[config.mk]
export PLATFORM = sky130hd
export DESIGN_NAME = rtc_cal_core
export DESIGN_NICKNAME = d
export VERILOG_FILES = /design/src/rtl/rtc_cal_pkg.sv /design/src/rtl/rtc_cal_advance.sv /design/src/rtl/rtc_cal_encode.sv /design/src/rtl/rtc_cal_alarm.sv /design/src/rtl/rtc_cal_core.sv
export SDC_FILE = /design/constraint.sdc
export NUM_CORES = 1
export LEC_CHECK = 0
export BUFFER_PORTS_ARGS = -buffer_cell sky130_fd_sc_hd__buf_2
export CAP_MARGIN = 20
export CORE_ASPECT_RATIO = 2
export CORE_MARGIN = 2
export CORE_UTILIZATION = 30
export CTS_BUF_LIST = sky130_fd_sc_hd__clkbuf_8
export CTS_CLUSTER_DIAMETER = 60
export CTS_CLUSTER_SIZE = 14
export DETAILED_ROUTE_END_ITERATION = 8
export GPL_ROUTABILITY_DRIVEN = 0
export SETUP_SLACK_MARGIN = 0.15
export SYNTH_ARGS = -nofsm -noshare
export SYNTH_HDL_FRONTEND = slang
export SYNTH_SLANG_ARGS = --single-unit
export TNS_END_PERCENT = 10
[constraint.sdc]
create_clock -name clk -period 23.1 [get_ports clk]
set_input_delay 0 -clock clk [delete_from_list [all_inputs] [get_ports clk]]
set_output_delay 0 -clock clk [all_outputs]
set_load 0.05 [all_outputs]
[src/rtl/rtc_cal_pkg.sv]
package rtc_cal_pkg;

    localparam int REG_COUNT = 10;

    localparam logic [3:0] A_SEC     = 4'd0;
    localparam logic [3:0] A_SEC_ALM = 4'd1;
    localparam logic [3:0] A_MIN     = 4'd2;
    localparam logic [3:0] A_MIN_ALM = 4'd3;
    localparam logic [3:0] A_HOUR    = 4'd4;
    localparam logic [3:0] A_HR_ALM  = 4'd5;
    localparam logic [3:0] A_DOW     = 4'd6;
    localparam logic [3:0] A_DATE    = 4'd7;
    localparam logic [3:0] A_MONTH   = 4'd8;
    localparam logic [3:0] A_YEAR    = 4'd9;

    localparam logic [2:0] DOW_SUNDAY = 3'd1;

    typedef struct packed {
        logic [6:0] sec;
        logic [6:0] min;
        logic [4:0] hour;
        logic [2:0] dow;
        logic [4:0] date;
        logic [3:0] month;
        logic [6:0] year;
    } cal_t;

    function automatic logic [7:0] enc_val(input logic [6:0] v, input logic bin);
        logic [7:0] t8;
        logic [7:0] u8;
        t8 = 8'(v) / 8'd10;
        u8 = 8'(v) - t8 * 8'd10;
        return bin ? 8'(v) : ((t8 << 4) | u8);
    endfunction

    function automatic logic [6:0] dec_val(input logic [7:0] b, input logic bin);
        return bin ? b[6:0] : (7'(b[7:4]) * 7'd10 + 7'(b[3:0]));
    endfunction

    function automatic logic [7:0] enc_hour(input logic [4:0] h, input logic bin, input logic hr24);
        logic [4:0] h12;
        logic [7:0] e;
        if (hr24) begin
            return enc_val(7'(h), bin);
        end
        h12 = (h == 5'd0) ? 5'd12 : ((h > 5'd12) ? h - 5'd12 : h);
        e   = enc_val(7'(h12), bin);
        return {h >= 5'd12, 7'(e)};
    endfunction

    function automatic logic [4:0] dec_hour(input logic [7:0] b, input logic bin, input logic hr24);
        logic [4:0] v;
        if (hr24) begin
            return 5'(dec_val(b, bin));
        end
        v = 5'(dec_val({1'b0, b[6:0]}, bin));
        if (v == 5'd12) v = 5'd0;
        return b[7] ? v + 5'd12 : v;
    endfunction

    function automatic logic [4:0] month_len(input logic [3:0] m, input logic leap);
        case (m)
            4'd2:                      return leap ? 5'd29 : 5'd28;
            4'd4, 4'd6, 4'd9, 4'd11:   return 5'd30;
            default:                   return 5'd31;
        endcase
    endfunction

endpackage

[src/rtl/rtc_cal_advance.sv]
module rtc_cal_advance
    import rtc_cal_pkg::*;
#(
    parameter int YEAR_MOD = 100
) (
    input  cal_t cur_i,
    input  logic dst_en_i,
    input  logic fell_back_i,
    output cal_t nxt_o,
    output logic fell_back_o
);
    localparam logic [6:0] YEAR_LAST = 7'(YEAR_MOD - 1);

    logic       end_min;
    logic       at_159;
    logic       spring;
    logic       fall;
    logic       day_roll;
    logic [4:0] mlen;

    always_comb begin
        nxt_o       = cur_i;
        fell_back_o = fell_back_i;
        end_min  = (cur_i.sec == 7'd59) && (cur_i.min == 7'd59);
        at_159   = dst_en_i && end_min && (cur_i.hour == 5'd1) && (cur_i.dow == DOW_SUNDAY);
        spring   = at_159 && (cur_i.month == 4'd4) && (cur_i.date <= 5'd7);
        fall     = at_159 && (cur_i.month == 4'd10) && (cur_i.date >= 5'd25) && !fell_back_i;
        day_roll = end_min && (cur_i.hour == 5'd23);
        mlen     = month_len(cur_i.month, cur_i.year[1:0] == 2'd0);

        nxt_o.sec = (cur_i.sec == 7'd59) ? 7'd0 : cur_i.sec + 7'd1;
        if (cur_i.sec == 7'd59) begin
            nxt_o.min = (cur_i.min == 7'd59) ? 7'd0 : cur_i.min + 7'd1;
        end
        if (end_min) begin
            if (spring) begin
                nxt_o.hour = 5'd3;
            end else if (fall) begin
                nxt_o.hour  = 5'd1;
                fell_back_o = 1'b1;
            end else if (day_roll) begin
                nxt_o.hour = 5'd0;
            end else begin
                nxt_o.hour = cur_i.hour + 5'd1;
            end
        end
        if (day_roll) begin
            fell_back_o = 1'b0;
            nxt_o.dow   = (cur_i.dow == 3'd7) ? 3'd1 : cur_i.dow + 3'd1;
            if (cur_i.date >= mlen) begin
                nxt_o.date = 5'd1;
                if (cur_i.month >= 4'd12) begin
                    nxt_o.month = 4'd1;
                    nxt_o.year  = (cur_i.year >= YEAR_LAST) ? 7'd0 : cur_i.year + 7'd1;
                end else begin
                    nxt_o.month = cur_i.month + 4'd1;
                end
            end else begin
                nxt_o.date = cur_i.date + 5'd1;
            end
        end
    end
endmodule

[src/rtl/rtc_cal_encode.sv]
module rtc_cal_encode
    import rtc_cal_pkg::*;
(
    input  cal_t             cal_i,
    input  logic             bin_i,
    input  logic             hr24_i,
    output logic [6:0][7:0]  bytes_o
);
    always_comb begin
        bytes_o[0] = enc_val(cal_i.sec, bin_i);
        bytes_o[1] = enc_val(cal_i.min, bin_i);
        bytes_o[2] = enc_hour(cal_i.hour, bin_i, hr24_i);
        bytes_o[3] = enc_val(7'(cal_i.dow), bin_i);
        bytes_o[4] = enc_val(7'(cal_i.date), bin_i);
        bytes_o[5] = enc_val(7'(cal_i.month), bin_i);
        bytes_o[6] = enc_val(cal_i.year, bin_i);
    end
endmodule

[src/rtl/rtc_cal_alarm.sv]
module rtc_cal_alarm #(
    parameter int LANES = 3
) (
    input  logic [LANES-1:0][7:0] now_i,
    input  logic [LANES-1:0][7:0] alm_i,
    output logic                  hit_o
);
    logic [LANES-1:0] lane_hit;

    for (genvar g = 0; g < LANES; g++) begin : g_lane
        assign lane_hit[g] = (alm_i[g][7:6] == 2'b11) || (alm_i[g] == now_i[g]);
    end

    assign hit_o = &lane_hit;
endmodule

[src/rtl/rtc_cal_core.sv]
module rtc_cal_core
    import rtc_cal_pkg::*;
#(
    parameter int YEAR_MOD = 100
) (
    input  logic       clk,
    input  logic       rst_n,
    input  logic       tick_i,
    input  logic       set_i,
    input  logic       bin_mode_i,
    input  logic       hr24_i,
    input  logic       dst_en_i,
    input  logic       wr_en_i,
    input  logic [3:0] addr_i,
    input  logic [7:0] wdata_i,
    output logic [7:0] rdata_o,
    output logic       alarm_o,
    output logic       update_o
);
    typedef struct packed {
        cal_t                        cal;
        logic                        fell_back;
        logic                        set_prev;
        logic                        alarm;
        logic                        upd;
        logic [REG_COUNT-1:0][7:0]   regs;
    } state_t;

    state_t          s_q, s_d;
    logic            load;
    cal_t            base;
    logic            fb_base;
    cal_t            adv_cal;
    logic            adv_fb;
    cal_t            cal_nx;
    logic            fb_nx;
    logic [6:0][7:0] enc;
    logic            match;

    // Front end: pick the starting point of this cycle's count
    always_comb begin
        load    = s_q.set_prev && !set_i;
        base    = s_q.cal;
        fb_base = s_q.fell_back;
        if (load) begin
            base.sec   = dec_val({1'b0, s_q.regs[A_SEC][6:0]}, bin_mode_i);
            base.min   = dec_val(s_q.regs[A_MIN], bin_mode_i);
            base.hour  = dec_hour(s_q.regs[A_HOUR], bin_mode_i, hr24_i);
            base.dow   = 3'(dec_val(s_q.regs[A_DOW], bin_mode_i));
            base.date  = 5'(dec_val(s_q.regs[A_DATE], bin_mode_i));
            base.month = 4'(dec_val(s_q.regs[A_MONTH], bin_mode_i));
            base.year  = dec_val(s_q.regs[A_YEAR], bin_mode_i);
            fb_base    = 1'b0;
        end
        if (wr_en_i && !set_i) begin
            case (addr_i)
                A_SEC:   base.sec   = dec_val({1'b0, wdata_i[6:0]}, bin_mode_i);
                A_MIN:   base.min   = dec_val(wdata_i, bin_mode_i);
                A_HOUR:  base.hour  = dec_hour(wdata_i, bin_mode_i, hr24_i);
                A_DOW:   base.dow   = 3'(dec_val(wdata_i, bin_mode_i));
                A_DATE:  base.date  = 5'(dec_val(wdata_i, bin_mode_i));
                A_MONTH: base.month = 4'(dec_val(wdata_i, bin_mode_i));
                A_YEAR:  base.year  = dec_val(wdata_i, bin_mode_i);
                default: ;
            endcase
        end
    end

    rtc_cal_advance #(.YEAR_MOD(YEAR_MOD)) u_adv (
        .cur_i       (base),
        .dst_en_i    (dst_en_i),
        .fell_back_i (fb_base),
        .nxt_o       (adv_cal),
        .fell_back_o (adv_fb)
    );

    assign cal_nx = tick_i ? adv_cal : base;
    assign fb_nx  = tick_i ? adv_fb  : fb_base;

    rtc_cal_encode u_enc (
        .cal_i   (cal_nx),
        .bin_i   (bin_mode_i),
        .hr24_i  (hr24_i),
        .bytes_o (enc)
    );

    rtc_cal_alarm #(.LANES(3)) u_alm (
        .now_i ({enc[2], enc[1], enc[0]}),
        .alm_i ({s_q.regs[A_HR_ALM], s_q.regs[A_MIN_ALM], s_q.regs[A_SEC_ALM]}),
        .hit_o (match)
    );

    always_comb begin
        s_d           = s_q;
        s_d.cal       = cal_nx;
        s_d.fell_back = fb_nx;
        s_d.set_prev  = set_i;
        s_d.upd       = tick_i;
        s_d.alarm     = tick_i && match;
        if (!set_i) begin
            s_d.regs[A_SEC]   = enc[0];
            s_d.regs[A_MIN]   = enc[1];
            s_d.regs[A_HOUR]  = enc[2];
            s_d.regs[A_DOW]   = enc[3];
            s_d.regs[A_DATE]  = enc[4];
            s_d.regs[A_MONTH] = enc[5];
            s_d.regs[A_YEAR]  = enc[6];
        end
        if (wr_en_i) begin
            case (addr_i)
                A_SEC_ALM, A_MIN_ALM, A_HR_ALM: s_d.regs[addr_i] = wdata_i;
                A_SEC: if (set_i) s_d.regs[A_SEC] = {1'b0, wdata_i[6:0]};
                A_MIN, A_HOUR, A_DOW, A_DATE, A_MONTH, A_YEAR:
                    if (set_i) s_d.regs[addr_i] = wdata_i;
                default: ;
            endcase
        end
    end

    always_ff @(posedge clk or negedge rst_n) begin
        if (!rst_n) begin
            s_q                 <= '0;
            s_q.cal.dow         <= 3'd1;
            s_q.cal.date        <= 5'd1;
            s_q.cal.month       <= 4'd1;
            s_q.regs[A_DOW]     <= 8'h01;
            s_q.regs[A_DATE]    <= 8'h01;
            s_q.regs[A_MONTH]   <= 8'h01;
        end else begin
            s_q <= s_d;
        end
    end

    always_comb begin
        rdata_o = 8'h00;
        for (int i = 0; i < REG_COUNT; i++) begin
            if (addr_i == 4'(i)) rdata_o = s_q.regs[i];
        end
    end

    assign alarm_o  = s_q.alarm;
    assign update_o = s_q.upd;
endmodule

==> impl_metrics.yaml <==
global_routing:
  grt_pass1_wl_mm: 89.4
  grt_use_total: 0.244
  antenna_found_initial: 2
  grt_pass1_vias: 14638
  grt_max_degree: 72
  overflow: 0
sta:
  max_slew.worst_pin.slew_ns: 1.08
  fmax_mhz: 97.7
  hold_slack_ns: -0.000133
  period_share: 0.443
  finalClockSkew_ns: 0.0197
  fin_crit_ns: 10.23
  finalMaxSlewViolations: 0
  hold_viol_final: 2
  rsz0062_at_grt: "no"
  tns_ns: 0
  slew_headroom: 0.279
  setup_viol: 0
clock_tree:
  cts_buffers: 17
  cts_resized: 0
  cts_max_path_buffers: 2
  worst_setup_hold_path_clk_slew_ns: 0.08
  cts_tree: "built"
  clkLatencyLatePin_ns: 0.51
  cts.sinks: 122
  root_buffer: "clkbuf_8"
  htreeDepth: 4
logic_synthesis:
  yosysUniqueCellTypes: 115
  ys_seq_area_frac: 0.216
  synth_nets: 1897
  yosys.area.top_type: "dfrtp_1"
  syn_area_um2: 14200
  synth_edf_count: 0
  synth-seq-cells: 122
  syn_avg_cell_area_um2: 8.08
  synthCells: 1754
  yosys_warnings: 0
  async_flop_share: 1.00
  yosys-top-cells-area: "dfrtp_1 (20%), ha_1 (9.2%), nand2_1 (4.5%), o21ai_0 (4.3%), a21oi_1 (4.1%)"
  synth_top_flop_cell: "dfrtp_1"
  synth_top_area_share: 0.205
placement:
  dpl-instance-area_um2: 14800
  port_buffers: 29
  dp_hpwl_mm: 45.2
floorplanning:
  core_um2: 46700
  fp.dieH_um: 311
  dieArea_um2: 49100
  fp.dieW_um: 158
  initial_utilization: 0.304
  ioPinCount: 30
  placementRows: 112
worst_setup_path:
  crit_path_start_kind: "input port"
  max_stage_delay_ns: 0.63
  worstReg2RegStart: "s_q[6]"
  cpMostUsedCell: "ha_1"
  path_max_fanout: 47
  endpoint_kind: "flip-flop"
  cp.arrival_ns: 10.65
  r2r_slack_ns: 12.94
  reg2reg_to: "alarm_o"
  worstPathRequired_ns: 23.51
  ff2ff_path_depth: 37
  path_class: "in2reg"
  slowest_stage: "nor2_1"
drt:
  drt_wl_total_mm: 59.6
  drtPass1Iterations: 7
  vias: 14505
  routedWlPerCell_um: 25.1
  vias_per_cell: 6.11
  postRouteAntennaNets: 0
  drt_first_iter_violations: 1231
  drc: 0
layout:
  final_common_cell: "nand2_1"
  layout-area-overhead-vs-synth_pct: 7.82
  drive_gt1_frac: 0.106
  fin_area_um2: 15300
  fin_nets: 1875
  most-common-layout-cells: "nand2_1 (170), nor2_1 (153), o21ai_0 (123), a21oi_1 (116), dfrtp_1 (116)"
  fillers: 4872
pwr:
  p_leak_nw: 6.39
  p_per_area_nw_per_um2: 176
  ir_drop_mv: 0.0986
  total_power_w: 0.00268
outcome:
  status: "finished, violations left"
  violations: "hold timing"
job:
  drv_cap: 0
hold_path:
  hold_path_class: "in2async"
-- kinds of logic (layout without fill, tap and decap cells) --
logic type | after synthesis | count (layout) | synth area share
xor gates and xnor gates | 75 | 75 | 0.0484
DFF | 122 | 122 | 0.216
and+or+nand+nor | 588 | 588 | 0.212
buffers and inverters | 197 | 188 | 0.0586
muxes | 84 | 84 | 0.0714
adders and majority gates | 126 | 126 | 0.121
AOI/OAI and AO/OA | 562 | 562 | 0.273
other | 0 | 2 | 0
-- report_power, final --
part / internal [W] / switching, W
registers: 0.000291 / 0.000108
logic: 0.000840 / 0.00124
clock network: 0.000105 / 0.000102
total: 0.00124 / 0.00145
-- metrics by stage --
step / setup slack [ns] / utilization / std cells
2_1_floorplan: 14.64 / - / 1754
3_3_place_gp: 13.55 / 0.318 / 2335
3_5_place_dp: 13.19 / 0.318 / 2335
4_1_cts: 13.19 / 0.327 / 2371
5_1_grt: 12.40 / 0.327 / 2374
6_report: 12.87 / 0.327 / 2374
-- worst max-delay path, delay by kind of cell --
kind,cells,cell delay [ns]
mux,1,0.10
fa+ha+maj,8,2.44
simple gates,14,3.82
compound gates,10,2.40
buf+inv,6,1.62
xor+xnor,1,0.18
-- cell usage after synthesis, types with 26 or more instances --
cell / instances
nor3_1: 38
inv_1: 93
mux2_2: 32
clkbuf_1: 51
a21o_1: 39
ha_1: 104
o211ai_1: 26
nand2_1: 170
dfrtp_1: 116
xor2_1: 30
a21oi_1: 117
nor2_1: 153
o21ai_0: 123
mux2i_1: 40
xnor2_1: 43
nand3_1: 47
-- area by class of cell --
| class | instances | area [um^2] | area share |
|---|---|---|---|
| diodes | 2 | 5.00 | 0.000328 |
| multi-input cells | 1435 | 10300 | 0.674 |
| flip-flops and latches | 122 | 3060 | 0.200 |
| well taps | 627 | 785 | 0.0514 |
| inverters | 102 | 385 | 0.0252 |
| clock inverters | 11 | 106 | 0.00696 |
| clock buffers | 21 | 289 | 0.0189 |
| repair buffers | 54 | 352 | 0.0230 |
-- flip-flops by register name, summed over array words and instances, names as in the netlist --
| register | flops |
|---|---|
| alarm_o | 1 |
| update_o | 1 |
| s_q | 120 |
-- how the worst max path moves through the flow --
stage                     startpoint      end  slack (ns)  cells past startpoint
after global placement    wdata_i[4]  alarm_o       13.55                     38
after detailed placement  wdata_i[4]  alarm_o       13.19                     38
final                          set_i  alarm_o       12.87                     40
after floorplan           bin_mode_i  alarm_o       14.64                     45
after CTS                      set_i  alarm_o       13.19                     40
after global routing           set_i  alarm_o       12.40                     40
-- routing by layer --
metal	track usage	routed length, um	vias to the layer above
met5	0	0	-
met4	0.226	6340	0
met2	0.440	31200	710
li1	-	-	6477
met1	0.226	18600	7010
met3	0.0409	3410	308
-- what timing repair did --
item | CTS | global route
hold endpoints to repair | 54 | 0
setup buffers | 0 | 0
hold buffers | 4 | 0
Power figures use the tool's default switching activity.
